==> src/rtl/nvs_pkg.sv <==
package nvs_pkg;

    typedef enum logic [2:0] {
        ST_IDLE    = 3'd0,
        ST_DELAY   = 3'd1,
        ST_STORE   = 3'd2,
        ST_RELEASE = 3'd3,
        ST_LOCKOUT = 3'd4,
        ST_RECALL  = 3'd5
    } nvs_state_e;

    // Array transfer commands issued by the sequencer
    typedef struct packed {
        logic copy;   // working -> shadow
        logic clear;  // zero the working array (recall step one)
        logic load;   // shadow -> working (recall step two)
    } nvs_xfer_t;

    function automatic int unsigned max_u(input int unsigned a, input int unsigned b);
        return (a > b) ? a : b;
    endfunction

endpackage

==> src/rtl/nvs_seq.sv <==
module nvs_seq
    import nvs_pkg::*;
#(
    parameter int unsigned T_DLY = 4,
    parameter int unsigned T_ST  = 64,
    parameter int unsigned T_HI  = 4,
    parameter int unsigned T_LZ  = 8,
    parameter int unsigned T_RCL = 32
) (
    input  logic       clk,
    input  logic       rst,
    input  logic       sw_store,
    input  logic       sw_recall,
    input  logic       supply_ok,
    input  logic       pin_i,
    input  logic       wr_acc,
    input  logic       auto_en,
    output nvs_state_e st,
    output nvs_xfer_t  xfer,
    output logic       drv_lo,
    output logic       drv_hi,
    output logic       done,
    output logic       access_ok
);
    localparam int unsigned TMAX =
        max_u(max_u(max_u(T_DLY, T_ST), max_u(T_HI, T_LZ)), T_RCL);
    localparam int unsigned CW = $clog2(TMAX + 1);

    nvs_state_e    st_q, nxt;
    logic [CW-1:0] cnt_q, cnt_d;
    logic          dirty_q, pend_q, supply_q, done_q;
    logic          last, supply_fall, pend_start;

    function automatic logic [CW-1:0] dur_of(input nvs_state_e s);
        case (s)
            ST_DELAY:   return CW'(T_DLY - 1);
            ST_STORE:   return CW'(T_ST - 1);
            ST_RELEASE: return CW'(T_HI - 1);
            ST_LOCKOUT: return CW'(T_LZ - 1);
            ST_RECALL:  return CW'(T_RCL - 1);
            default:    return '0;
        endcase
    endfunction

    assign last        = (cnt_q == '0);
    assign supply_fall = supply_q & ~supply_ok;
    assign pend_start  = (st_q == ST_IDLE) && pend_q && supply_ok;

    always_comb begin
        nxt  = st_q;
        xfer = '0;
        case (st_q)
            ST_IDLE: begin
                // The latched recall is tested first: recall wins a same-cycle collision
                if (pend_start) begin
                    nxt        = ST_RECALL;
                    xfer.clear = 1'b1;
                end else if (!supply_ok) begin
                    if (supply_fall && dirty_q && auto_en) nxt = ST_DELAY;
                end else if (sw_recall) begin
                    nxt        = ST_RECALL;
                    xfer.clear = 1'b1;
                end else if (sw_store) begin
                    nxt = ST_STORE;
                end else if (!pin_i && dirty_q) begin
                    nxt = ST_DELAY;
                end
            end
            ST_DELAY:   if (last) nxt = ST_STORE;
            ST_STORE:   if (last) begin nxt = ST_RELEASE; xfer.copy = 1'b1; end
            ST_RELEASE: if (last) nxt = ST_LOCKOUT;
            ST_LOCKOUT: if (last) nxt = ST_IDLE;
            ST_RECALL:  if (last) begin nxt = ST_LOCKOUT; xfer.load = 1'b1; end
            default:    nxt = ST_IDLE;
        endcase
        if (nxt != st_q)     cnt_d = dur_of(nxt);
        else if (!last)      cnt_d = cnt_q - 1'b1;
        else                 cnt_d = cnt_q;
    end

    always_ff @(posedge clk) begin
        if (rst) begin
            st_q     <= ST_IDLE;
            cnt_q    <= '0;
            dirty_q  <= 1'b0;
            pend_q   <= 1'b1;
            supply_q <= 1'b0;
            done_q   <= 1'b0;
        end else begin
            st_q     <= nxt;
            cnt_q    <= cnt_d;
            supply_q <= supply_ok;
            done_q   <= xfer.copy | xfer.load;
            if (!supply_ok)      pend_q <= 1'b1;
            else if (pend_start) pend_q <= 1'b0;
            if (xfer.copy || xfer.load) dirty_q <= 1'b0;
            else if (wr_acc)            dirty_q <= 1'b1;
        end
    end

    assign st        = st_q;
    assign done      = done_q;
    assign drv_lo    = (st_q == ST_DELAY) || (st_q == ST_STORE) || (st_q == ST_RECALL);
    assign drv_hi    = (st_q == ST_RELEASE);
    assign access_ok = (st_q == ST_IDLE) && pin_i && supply_ok && !pend_q && !sw_recall;

    // an accepted write leaves the array dirty
    a_r1_dirty_after_write: assert property (@(posedge clk) disable iff (rst)
        wr_acc |=> dirty_q);
    // a clean array never enters the grace state
    a_r3_clean_no_hw_store: assert property (@(posedge clk) disable iff (rst)
        (st_q == ST_IDLE && !dirty_q) |=> (st_q != ST_DELAY));
    // access stays closed right after the line is released
    a_r5_lockout_blocks: assert property (@(posedge clk) disable iff (rst)
        $fell(drv_hi) |-> !access_ok);
    // a latched recall starts ahead of any store request
    a_r12_recall_wins: assert property (@(posedge clk) disable iff (rst)
        (st_q == ST_IDLE && pend_q && supply_ok) |=> (st_q == ST_RECALL));
endmodule

==> src/rtl/nvs_mem.sv <==
module nvs_mem
    import nvs_pkg::*;
#(
    parameter int unsigned DW    = 8,
    parameter int unsigned DEPTH = 16,
    localparam int unsigned AW   = $clog2(DEPTH)
) (
    input  logic          clk,
    input  logic          rst,
    input  nvs_xfer_t     xfer,
    input  logic          wr_en,
    input  logic          rd_en,
    input  logic [AW-1:0] addr,
    input  logic [DW-1:0] wdata,
    input  logic          auto_wr,
    input  logic          auto_val,
    output logic [DW-1:0] rdata,
    output logic          auto_en
);
    logic [DW-1:0] work_q [DEPTH];
    logic [DW-1:0] sh_q   [DEPTH];
    logic          auto_q, auto_sh;
    logic [DW-1:0] rdata_q;

    always_ff @(posedge clk) begin
        if (rst) begin
            for (int i = 0; i < DEPTH; i++) begin
                work_q[i] <= '0;
                sh_q[i]   <= '0;
            end
            auto_q  <= 1'b1;
            auto_sh <= 1'b1;
            rdata_q <= '0;
        end else begin
            if (xfer.copy) begin
                for (int i = 0; i < DEPTH; i++) sh_q[i] <= work_q[i];
                auto_sh <= auto_q;
            end
            if (xfer.clear) begin
                for (int i = 0; i < DEPTH; i++) work_q[i] <= '0;
            end else if (xfer.load) begin
                for (int i = 0; i < DEPTH; i++) work_q[i] <= sh_q[i];
                auto_q <= auto_sh;
            end else begin
                if (wr_en)   work_q[addr] <= wdata;
                if (auto_wr) auto_q       <= auto_val;
            end
            rdata_q <= rd_en ? work_q[addr] : '0;
        end
    end

    assign rdata   = rdata_q;
    assign auto_en = auto_q;

    // the shadow changes only on a store copy
    a_r8_shadow_kept: assert property (@(posedge clk) disable iff (rst)
        !xfer.copy |=> $stable(sh_q[0]));
    // the stored auto-store flag changes only on a store copy
    a_r10_auto_nv_kept: assert property (@(posedge clk) disable iff (rst)
        !xfer.copy |=> $stable(auto_sh));
endmodule

==> src/rtl/nvs_ctrl.sv <==
module nvs_ctrl
    import nvs_pkg::*;
#(
    parameter int unsigned DW    = 8,
    parameter int unsigned DEPTH = 16,
    parameter int unsigned T_DLY = 4,
    parameter int unsigned T_ST  = 64,
    parameter int unsigned T_HI  = 4,
    parameter int unsigned T_LZ  = 8,
    parameter int unsigned T_RCL = 32,
    localparam int unsigned AW   = $clog2(DEPTH)
) (
    input  logic          clk,
    input  logic          rst,
    input  logic          acc_req,
    input  logic          acc_we,
    input  logic [AW-1:0] acc_addr,
    input  logic [DW-1:0] acc_wdata,
    output logic [DW-1:0] acc_rdata,
    output logic          acc_ok,
    input  logic          sw_store,
    input  logic          sw_recall,
    input  logic          sw_auto_wr,
    input  logic          sw_auto_val,
    input  logic          supply_ok,
    input  logic          busy_pin_i,
    output logic          busy_drv_lo,
    output logic          busy_drv_hi,
    output logic          op_done,
    output logic [2:0]    op_state
);
    nvs_state_e st;
    nvs_xfer_t  xfer;
    logic       access_ok, auto_en, wr_acc, rd_acc;

    assign acc_ok   = acc_req & access_ok;
    assign wr_acc   = acc_ok & acc_we;
    assign rd_acc   = acc_ok & ~acc_we;
    assign op_state = st;

    nvs_seq #(
        .T_DLY(T_DLY), .T_ST(T_ST), .T_HI(T_HI), .T_LZ(T_LZ), .T_RCL(T_RCL)
    ) u_seq (
        .clk       (clk),
        .rst       (rst),
        .sw_store  (sw_store),
        .sw_recall (sw_recall),
        .supply_ok (supply_ok),
        .pin_i     (busy_pin_i),
        .wr_acc    (wr_acc),
        .auto_en   (auto_en),
        .st        (st),
        .xfer      (xfer),
        .drv_lo    (busy_drv_lo),
        .drv_hi    (busy_drv_hi),
        .done      (op_done),
        .access_ok (access_ok)
    );

    nvs_mem #(.DW(DW), .DEPTH(DEPTH)) u_mem (
        .clk      (clk),
        .rst      (rst),
        .xfer     (xfer),
        .wr_en    (wr_acc),
        .rd_en    (rd_acc),
        .addr     (acc_addr),
        .wdata    (acc_wdata),
        .auto_wr  (sw_auto_wr & access_ok),
        .auto_val (sw_auto_val),
        .rdata    (acc_rdata),
        .auto_en  (auto_en)
    );

    // no access while the supply is low
    a_r11_supply_low_blocks: assert property (@(posedge clk) disable iff (rst)
        !supply_ok |-> !acc_ok);
    // no access while the line is low
    a_r6_line_low_blocks: assert property (@(posedge clk) disable iff (rst)
        !busy_pin_i |-> !acc_ok);
endmodule

==> config.mk <==
export PLATFORM = sky130hd
export DESIGN_NAME = nvs_ctrl
export DESIGN_NICKNAME = d
export VERILOG_FILES = /design/src/rtl/nvs_pkg.sv /design/src/rtl/nvs_seq.sv /design/src/rtl/nvs_mem.sv /design/src/rtl/nvs_ctrl.sv
export SDC_FILE = /design/constraint.sdc
export NUM_CORES = 1
export LEC_CHECK = 0
export ABC_AREA = 0
export BUFFER_PORTS_ARGS = -buffer_cell sky130_fd_sc_hd__buf_4
export CAP_MARGIN = 10
export CORE_MARGIN = 10
export CORE_UTILIZATION = 40
export CTS_CLUSTER_DIAMETER = 150
export DETAILED_ROUTE_END_ITERATION = 6
export PLACE_DENSITY = 0.59
export SYNTH_ARGS = -nofsm -noshare
export SYNTH_HDL_FRONTEND = slang
export SYNTH_SLANG_ARGS = --single-unit
==> constraint.sdc <==
create_clock -name clk -period 5.63 [get_ports clk]
set_clock_uncertainty 0.2 [all_clocks]
set_input_delay 0.563 -clock clk [delete_from_list [all_inputs] [get_ports clk]]
set_output_delay 0.563 -clock clk [all_outputs]
set_load 0.03 [all_outputs]
# Yosys cells after proc, flatten, opt, wreduce, memory -nomap -nowiden
# Memory sizes are Yosys's and may differ from the RTL's. A register that Yosys moved wholly into a read port is not among the register bits.
# Index checks and enable logic that the tools add are counted.
[word_totals]
reg_bits = 16
mem_bits_rw = 256
inputBits = 22
output_inout_bits = 15
elab_cells = 197
n_memories = 2
[memory_table]
columns = ["name", "depth", "word_bits", "read_ports", "rd_ports_with_merged_regs", "write_ports", "line_no", "source"]
rows = [
  ["u_mem.sh_q", 16, 8, 16, 0, 16, "nvs_mem.sv:21", "logic [DW-1:0] sh_q [DEPTH];"],
  ["u_mem.work_q", 16, 8, 17, 1, 16, "nvs_mem.sv:20", "logic [DW-1:0] work_q [DEPTH];"],
]
[classes]
add_sub_neg = 1
eq_ne = 12
n_mux = 91
bitwise = 58
reduce_logical = 25
[ops]
columns = ["operator", "n"]
rows = [
  ["$mux 8", 49],
  ["$or 1x1->1", 49],
  ["$mux 3", 10],
  ["$mux 1", 27],
  ["$pmux 6 s4", 1],
  ["$pmux 3 s5", 1],
  ["$mux 7", 2],
  ["$eq 3x2->1 const B", 4],
  ["$eq 3x3->1 const B", 4],
  ["$reduce_or 2->1", 5],
  ["$logic_and 1x1->1", 9],
  ["$reduce_or 8->1", 1],
  ["$logic_not 7->1", 1],
  ["$sub 7x1->7 const B", 1],
  ["$eq 3x1->1 const B", 2],
  ["$and 1x1->1", 5],
  ["$mux 4", 1],
  ["$not 1->1", 4],
  ["$logic_not 1->1", 3],
  ["$logic_not 3->1", 1],
  ["$logic_or 1x1->1", 3],
  ["$ne 3x3->1", 1],
  ["$ne 2x2->1 const B", 1],
  ["$reduce_and 2->1", 1],
  ["$reduce_bool 2->1", 1],
]

# Depth between registers and ports, before layout
# Gate-level depths: netlist of the first run.
[depth]
depth_word = 14
mapped_depth = 9
ltp_nobuf = 7

# Cells and area by module
# From an unflattened synthesis of the first run, not the netlist that was laid out.
[unflattened]
hier_cells = 854
area_unflattened_um2 = 12376.9
[by_module_without_submodules]
columns = ["mod", "instances", "cells_per_inst", "area_per_inst_um2", "seq_area_each_um2"]
rows = [
  ["nvs_mem", 1, 749, 11471.0, 7887.6],
  ["nvs_seq", 1, 101, 875.8, 280.3],
  ["nvs_ctrl", 1, 4, 30.0, 0.0],
]

# Least setup slack after synthesis of the first run
# OpenSTA, ideal clock, no wires.
[synth_path]
path_type = "reg-to-reg"
startpoint = "reg u_seq.cnt_q[0]"
endpoint = "mem u_mem.sh_q[0][0], enable pin"
setup_ps = 493
t_arrival_ps = 4286
required_ps = 4937
setup_slack_ps = 652
stages_incl_launch_ff = 7
path_buffers = 0
synth_period_minus_slack_ps = 4978
cell_sequence = "dfxtp_1 -> inv_1 -> ha_1 -> nor3b_1 -> nand2_1 -> or3_1 -> nand2_1"
[synth_rtl]
columns = ["item", "line_no", "source"]
rows = [
  ["start, declared", "nvs_seq.sv:30", "logic [CW-1:0] cnt_q, cnt_d;"],
  ["start signal, assigned", "nvs_seq.sv:91", "cnt_q <= cnt_d;"],
  ["end, declared", "nvs_mem.sv:21", ""],
]

==> results.md, run 1 <==
* Area of the mapped netlist at 12400 um^2
* Diode insertion count for antenna repair at 0
* Hold violation total from the final report at 0
* Most frequent cells after synthesis: 256 x sky130_fd_sc_hd__edfxtp_1, 132 x sky130_fd_sc_hd__nand2_1, 84 x sky130_fd_sc_hd__and2_1, 64 x sky130_fd_sc_hd__o21ai_1, 55 x sky130_fd_sc_hd__o21ai_0
* Number of cells on the worst reg-to-reg path at 8
* Leakage power of the design at 4.94 nW
* Synth async-reset ratio at 0%
* Worst hold start: supply_ok
* Largest buffer count on any clock path at 3
* Number of I/O pins at 37
* Largest cells by area after synthesis: sky130_fd_sc_hd__edfxtp_1 62%, sky130_fd_sc_hd__mux4_2 7.3%, sky130_fd_sc_hd__and2_1 4.2%, sky130_fd_sc_hd__nand2_1 4.0%, sky130_fd_sc_hd__dfxtp_1 3.9%
* Met2 track demand over resource at 27.5%
* NumNets Final at 964
* Switching power summed over all nets at 1.58 mW
* CTS tree: yes
* CTS buffer count at 29
* Horizontal die dimension at 196 um
* Routed wire per std cell at 24.6 um
* Type of the setup path with the least slack: reg -> reg
* CTS H-tree lvls at 1
* Type of origin of the critical path: flip-flop
* Proportion of power drawn by the clock network at 37.9%
* Input/output buffers at 36
* Antenna violation net count after detailed routing at 0
* RR Startpoint: u_seq.cnt_q[0]
* Total nets after synthesis at 934
* FMAX at 281 MHz
* Kind of capture point of the worst setup path: flip-flop
* Number of gates resized after cts at 0
* GRT Residual Overflow at 0
* Iter 0 DRT Violations at 844
* Clock insertion delay at the later pin of the skew report at 0.56 ns
* First-pass GRT wire length at 50300 um
* Endpoint of the most critical register-to-register path: u_mem.sh_q[0][39]
* Sink count of the clock tree at 280
* Total power at 5.91 mW
* Number of enable-type register cells in the synthesized netlist at 256
* Peak supply drop at 0.000228 V
* Yosys warns at 0
* Largest net degree at the start of global routing at 85
* Proportion of layout cells with a drive suffix above 1 at 17.4%
* Number of optimization iterations in the first detailed-route pass at 6
* Met1 GRT Util at 23.1%
* Time the worst path needs with I/O delays and setup at 3.56 ns
* Average vias per placed instance at 5.76
* Finished Layout Cells at 1360
* Number of instances in the synthesized netlist at 911
* Hold Crit Depth at 2
* Final period utilization at 63.3%
* Worst Hold Path EP: u_seq.supply_q
* All-layer global routing usage at 16.9%
* Setup crit start: u_seq.cnt_q[0]
* Residual DRC count at 0
* Combinational share of power at 14.9%
* Final setup fails at 0
* Number of library cell types mapped by synthesis at 54
* Seq pwr share at 47.1%
* Area growth from synthesis to final layout at 14.5%
* Power per cell area at 417 nW/um^2
* Total wirelength of the detailed-routed design at 33500 um
* Count of state elements after synthesis at 280
* Initial Utilization at 40.5%
* Busiest layer in global routing: met2
* Die Footprint at 38300 um^2
* Share of the yosys chip area belonging to registers at 66.1%
* Cell with the most instances after synthesis: sky130_fd_sc_hd__edfxtp_1
* Fraction of synthesized cell area taken by the top area cell type at 62.2%
* Placeable core area at 30500 um^2
* Worst endpoint data arrival time at 3.79 ns
* Switching part of the total at 26.8%
* Number of max-capacitance violations reported at 0
* Placer congestion estimate at 0.849
* Pins Over Slew Limit at 0
* Required time at the endpoint of the critical path at 5.86 ns
* Post CTS Setup Buffer Count at 0
* Kind of path behind the tightest hold check: in -> reg
* Post-CTS Hold Buffers at 0
* Via Count at 7839
* Cell row count at 64
* Leading area contributor after synthesis: sky130_fd_sc_hd__edfxtp_1
* Remaining max-slew budget at the tightest pin at 23.0%
* Root Buffer Master: sky130_fd_sc_hd__clkbuf_16
* Run status: finished, final reports clean
* Met3 routing resource usage after global routing at 2.51%
* Maximum net fanout on the critical path at 48
* Pint at 4.33 mW
* Dominant synthesized flop cell: sky130_fd_sc_hd__edfxtp_1
* Mean instance size in the synthesized netlist at 13.6 um^2
* Post-Route Setup TNS at 0 ns
* Placed Cells incl. Taps at 1305
* HPWL after DPL at 21000 um
* Clock Pin Slew Worst Setup and Hold Paths at 0.06 ns
* Reg-to-reg slack, setup at 2.07 ns
* Transition time at the pin with the least slew margin at 1.14 ns
* Initial antenna violation count at 0
* Vias in the first global route at 7842
* Die boundary height at 196 um
* Setup repair after global routing missed its margin: false
-- area by class of cell --
| class | instances | area (um^2) |
|---|---|---|
| Fill cell | 2657 | 16300 |
| Sequential cell | 280 | 8170 |
| Multi-Input combinational cell | 564 | 3900 |
| Clock buffer | 30 | 739 |
| Tap cell | 396 | 495 |
| Timing Repair Buffer | 60 | 460 |
| Clock inverter | 24 | 382 |
| Inverter | 6 | 22.5 |
-- registers in the layout (all words and copies together), names as in the netlist --
signal          flops
u_mem.sh_q        128
u_mem.auto_sh       1
u_mem.rdata         8
u_seq.dirty_q       1
u_seq.supply_q      1
u_seq.pend_q        1
u_seq.st            3
u_seq.done          1
u_seq.cnt_q         7
u_mem.auto_en       1
u_mem.work_q      128
-- metal layers --
layer | wire length, um | up-vias
met1 | 14600 | 4004
met4 | 666 | 0
met3 | 2160 | 48
met2 | 16100 | 298
met5 | 0 | -
li1 | - | 3489
-- worst max-delay path by stage --
| stage | to | slack [ns] | cells after the start |
|---|---|---|---|
| global placement | u_mem.work_q[7][2] | 2.19 | 6 |
| global route | u_mem.sh_q[0][39] | 1.79 | 8 |
| finish | u_mem.sh_q[0][39] | 2.07 | 8 |
| floorplan | u_mem.sh_q[0][0] | 0.65 | 6 |
| detailed placement | u_mem.sh_q[0][7] | 2.15 | 8 |
| CTS | u_mem.sh_q[0][17] | 2.14 | 8 |
-- power groups by stage --
stage | Clock (mW) | Combinational, mW | Sequential (mW)
final | 2.24 | 0.883 | 2.79
after global routing | 2.35 | 0.945 | 2.82
after CTS | 2.27 | 0.875 | 2.78
after detailed placement | 0 | 0.871 | 2.82
after global placement | 0 | 0.868 | 2.82
after floorplan | 0 | 0.567 | 2.76
-- through the flow --
stage	area [um^2]	utilization, %	worst slack, ns	hold slack [ns]
CTS	14200	46.4	2.14	0.113
global route	14200	46.4	1.79	0.119
detailed placement	13000	42.7	2.15	0.240
global placement	13000	42.7	2.19	0.235
finish	14200	46.4	2.07	0.121
floorplan	12400	-	0.652	0.223
-- critical path, stage by stage (launching register included) --
cell	delay, ns
sky130_fd_sc_hd__dfxtp_1	0.35
sky130_fd_sc_hd__inv_1	0.07
sky130_fd_sc_hd__ha_1	0.23
sky130_fd_sc_hd__nor3b_1	0.52
sky130_fd_sc_hd__nand2_1	0.19
sky130_fd_sc_hd__or3_1	0.52
sky130_fd_sc_hd__nor2_4	0.80
sky130_fd_sc_hd__buf_4	0.37
sky130_fd_sc_hd__and2_1	0.16
-- kinds of logic after synthesis --
| kind of cell | synth area share, % |
|---|---|
| AND/OR/NAND/NOR | 14.6 |
| flip-flops | 66.1 |
| AO/OA/AOI/OAI | 9.05 |
| buffers and inverters | 2.60 |
| multiplexers | 7.37 |
| XOR/XNOR | 0.283 |
| adder cells (fa/ha/maj) | 0.101 |
-- layout by cell type, fill, tap and decap left out, types with 9 or more instances in the layout --
| master | count |
|---|---|
| sky130_fd_sc_hd__a32o_1 | 32 |
| sky130_fd_sc_hd__and2_1 | 84 |
| sky130_fd_sc_hd__and3_1 | 10 |
| sky130_fd_sc_hd__buf_4 | 58 |
| sky130_fd_sc_hd__bufinv_16 | 9 |
| sky130_fd_sc_hd__clkbuf_16 | 29 |
| sky130_fd_sc_hd__dfxtp_1 | 24 |
| sky130_fd_sc_hd__edfxtp_1 | 256 |
| sky130_fd_sc_hd__mux4_2 | 40 |
| sky130_fd_sc_hd__nand2_1 | 131 |
| sky130_fd_sc_hd__nor2_1 | 14 |
| sky130_fd_sc_hd__nor2b_1 | 53 |
| sky130_fd_sc_hd__o21ai_0 | 54 |
| sky130_fd_sc_hd__o21ai_1 | 65 |
Power figures use the tool's default switching activity.
==> run 2: changes to the inputs <==
ABC_AREA = 1   (was 0)
PLACE_DENSITY = 0.61   (was 0.59)
clock period = 3 ns   (was 5.63 ns; I/O delays follow)
==> results.md, run 2 <==
* Synth async-reset ratio at 0%
* Adder and majority gate portion of the synthesized area at 0.0996%
* Finished Layout Cells at 1643
* Total nets after synthesis at 1210
* CTS tree: yes
* HPWL after DPL at 20400 um
* FMAX at 350 MHz
* Share of the yosys chip area belonging to registers at 65.0%
* Run status: finished, final reports clean
* Fraction of synthesized cell area taken by the top area cell type at 61.2%
* Initial antenna violation count at 0
* Residual DRC count at 0
* Setup WS pre-CTS at 0.194 ns
* XOR/XNOR Fraction of Synth Area at 0.209%
* Die Footprint at 38900 um^2
* CTS buffer count at 30
* Mean instance size in the synthesized netlist at 10.6 um^2
* Cell row count at 64
* Total wirelength of the detailed-routed design at 32800 um
* Proportion of layout cells with a drive suffix above 1 at 12.7%
* Type of the setup path with the least slack: reg -> reg
* Die boundary height at 197 um
* Largest net degree at the start of global routing at 129
* Type of origin of the critical path: flip-flop
* Clock insertion delay at the later pin of the skew report at 0.57 ns
* Most frequent cells after synthesis: 256 x sky130_fd_sc_hd__edfxtp_1, 170 x sky130_fd_sc_hd__nor2_1, 164 x sky130_fd_sc_hd__inv_1, 153 x sky130_fd_sc_hd__nand3_1, 104 x sky130_fd_sc_hd__nand2_1
* Average vias per placed instance at 5.56
* Final setup fails at 0
* Family with the most delay on the worst path: simple AND/OR/NAND/NOR gates
* Number of instances in the synthesized netlist at 1187
* Fin util at 47.2%
* Master of the slowest instance on the critical path: sky130_fd_sc_hd__inv_1
* Number of max-capacitance violations reported at 0
* RR Startpoint: u_seq.cnt_q[0]
* Number of optimization iterations in the first detailed-route pass at 5
* Placeable core area at 30700 um^2
* Basic-gate share of the synthesized area counting and, or, nand and nor cells at 16.8%
* Final period utilization at 95.3%
* Post-route cell area at 14500 um^2
* Post-Route Setup TNS at 0 ns
* Leading area contributor after synthesis: sky130_fd_sc_hd__edfxtp_1
* Peak supply drop at 0.000486 V
* Post-Route Hold Slack at 0.0439 ns
* Setup repair after global routing missed its margin: false
* GRT Residual Overflow at 0
* Diode insertion count for antenna repair at 0
* Iter 0 DRT Violations at 1046
* Largest buffer count on any clock path at 3
* Time the worst path needs with I/O delays and setup at 2.86 ns
* Placed Cells incl. Taps at 1582
* NumNets Final at 1246
* Routed wire per std cell at 20.0 um
* Number of library cell types mapped by synthesis at 35
* Initial Utilization at 40.8%
* Worst endpoint data arrival time at 2.84 ns
* Horizontal die dimension at 197 um
* Number of enable-type register cells in the synthesized netlist at 256
* Main combinational cell family by area after synthesis: simple AND/OR/NAND/NOR gates
* Share of cell area taken by muxes after synthesis at 0%
* Crit-path cells: inv_1 > ha_1 > nand2_1 > nor2_4 > nand3_1 > nand2_2 > inv_1 > nand2_1
* Transition time at the pin with the least slew margin at 0.979 ns
* Count of buffer and inverter cells on the critical path at 2
* All-layer global routing usage at 16.7%
* Antenna violation net count after detailed routing at 0
* Sink count of the clock tree at 280
* First-pass GRT wire length at 51300 um
* Yosys warns at 0
* Hold violation total from the final report at 0
* Area growth from synthesis to final layout at 15.4%
* Placer congestion estimate at 0.806
* CTS H-tree lvls at 1
* Total power at 10.7 mW
* Dominant synthesized flop cell: sky130_fd_sc_hd__edfxtp_1
* Most common cell after layout, fill and taps aside: sky130_fd_sc_hd__edfxtp_1
* Largest cells by area after synthesis: sky130_fd_sc_hd__edfxtp_1 61%, sky130_fd_sc_hd__nand3_1 6.1%, sky130_fd_sc_hd__nor2_1 5.1%, sky130_fd_sc_hd__inv_1 4.9%, sky130_fd_sc_hd__dfxtp_1 3.8%
* Pins Over Slew Limit at 0
* Required time at the endpoint of the critical path at 2.98 ns
* Clock Pin Slew Worst Setup and Hold Paths at 0.06 ns
* Vias in the first global route at 8821
* Count of state elements after synthesis at 280
* Maximum net fanout on the critical path at 16
* Final worst setup slack at 0.140 ns
* Complex-gate fraction of the synthesized area at 10.4%
* Setup crit start: u_seq.cnt_q[0]
* Kind of capture point of the worst setup path: flip-flop
* Input/output buffers at 36
* Area of the mapped netlist at 12600 um^2
* Power per cell area at 738 nW/um^2
* Number of gates resized after cts at 0
* Post CTS Setup Buffer Count at 0
* Worst hold start: acc_req
* Root Buffer Master: sky130_fd_sc_hd__clkbuf_16
* Delay of the slowest critical-path stage at 0.65 ns
* Via Count at 9128
* Post-DP Area at 13400 um^2
* Remaining max-slew budget at the tightest pin at 34.7%
* Number of I/O pins at 37
* Most used cells in the layout excluding fill and tap cells: 256 x sky130_fd_sc_hd__edfxtp_1, 168 x sky130_fd_sc_hd__nor2_1, 164 x sky130_fd_sc_hd__inv_1
* Cell with the most instances after synthesis: sky130_fd_sc_hd__edfxtp_1
* Post-CTS Hold Buffers at 5
* Leakage power of the design at 5.46 nW
* Kind of path behind the tightest hold check: in -> reg
==> run 2: changes by cell type after synthesis, moves of 13 or more <==
| cell | change |
|---|---|
| sky130_fd_sc_hd__inv_1 | +158 |
| sky130_fd_sc_hd__nor2_1 | +155 |
| sky130_fd_sc_hd__nand3_1 | +148 |
| sky130_fd_sc_hd__and2_1 | -84 |
| sky130_fd_sc_hd__nor2b_1 | -53 |
| sky130_fd_sc_hd__mux4_2 | -40 |
| sky130_fd_sc_hd__a22oi_1 | +32 |
| sky130_fd_sc_hd__a32o_1 | -32 |
| sky130_fd_sc_hd__o221ai_1 | +32 |
| sky130_fd_sc_hd__nand2_1 | -28 |
| sky130_fd_sc_hd__clkbuf_1 | +17 |
| sky130_fd_sc_hd__buf_4 | -13 |
==> run 2: final timing paths <==
kind | end | slack, ns | cells after the start
worst max-delay path | u_mem.work_q[11][4] | 0.14 | 8
worst min-delay path | u_seq.dirty_q | 0.04 | 4
worst max register to register | u_mem.work_q[11][4] | 0.14 | 8
worst min register to register | u_mem.auto_sh | 0.26 | 2
==> run 2: logic make-up (layout without fill, tap and decap cells) <==
kind of cell	after synthesis	count (layout)
buffers and inverters	238	298
DFF	280	280
AOI/OAI and AO/OA	212	212
adders and majority gates	1	1
xor gates and xnor gates	3	3
and+or+nand+nor	453	453
==> run 2: worst min-delay path: stages <==
cell and delay [ns]:
sky130_fd_sc_hd__buf_4 0.11, sky130_fd_sc_hd__and3_4 0.19, sky130_fd_sc_hd__nand2_4 0.09, sky130_fd_sc_hd__a21oi_1 0.06
==> run 2: layer usage <==
metal	GRT usage, %	routed length [um]	vias to the layer above
li1	-	-	4194
met1	24.7	14900	4478
met2	25.2	14500	412
met3	2.52	2770	44
met4	3.62	660	0
met5	0	0	-
==> run 2: final cells by class <==
| type | count | area [um^2] |
|---|---|---|
| inverters | 170 | 641 |
| repair buffers | 72 | 691 |
| multi-input cells | 669 | 3500 |
| clock inverters | 21 | 216 |
| fillers | 2886 | 16200 |
| flip-flops and latches | 280 | 8170 |
| clock buffers | 35 | 790 |
| well taps | 396 | 495 |
==> run 2: power by group <==
| group | leakage (nW) | internal, mW | switching (mW) | total (mW) |
|---|---|---|---|---|
| Sequential | 2.89 | 4.89 | 0.237 | 5.13 |
| Clock | 0.497 | 2.22 | 1.56 | 3.78 |
| Combinational | 2.07 | 0.487 | 1.30 | 1.79 |
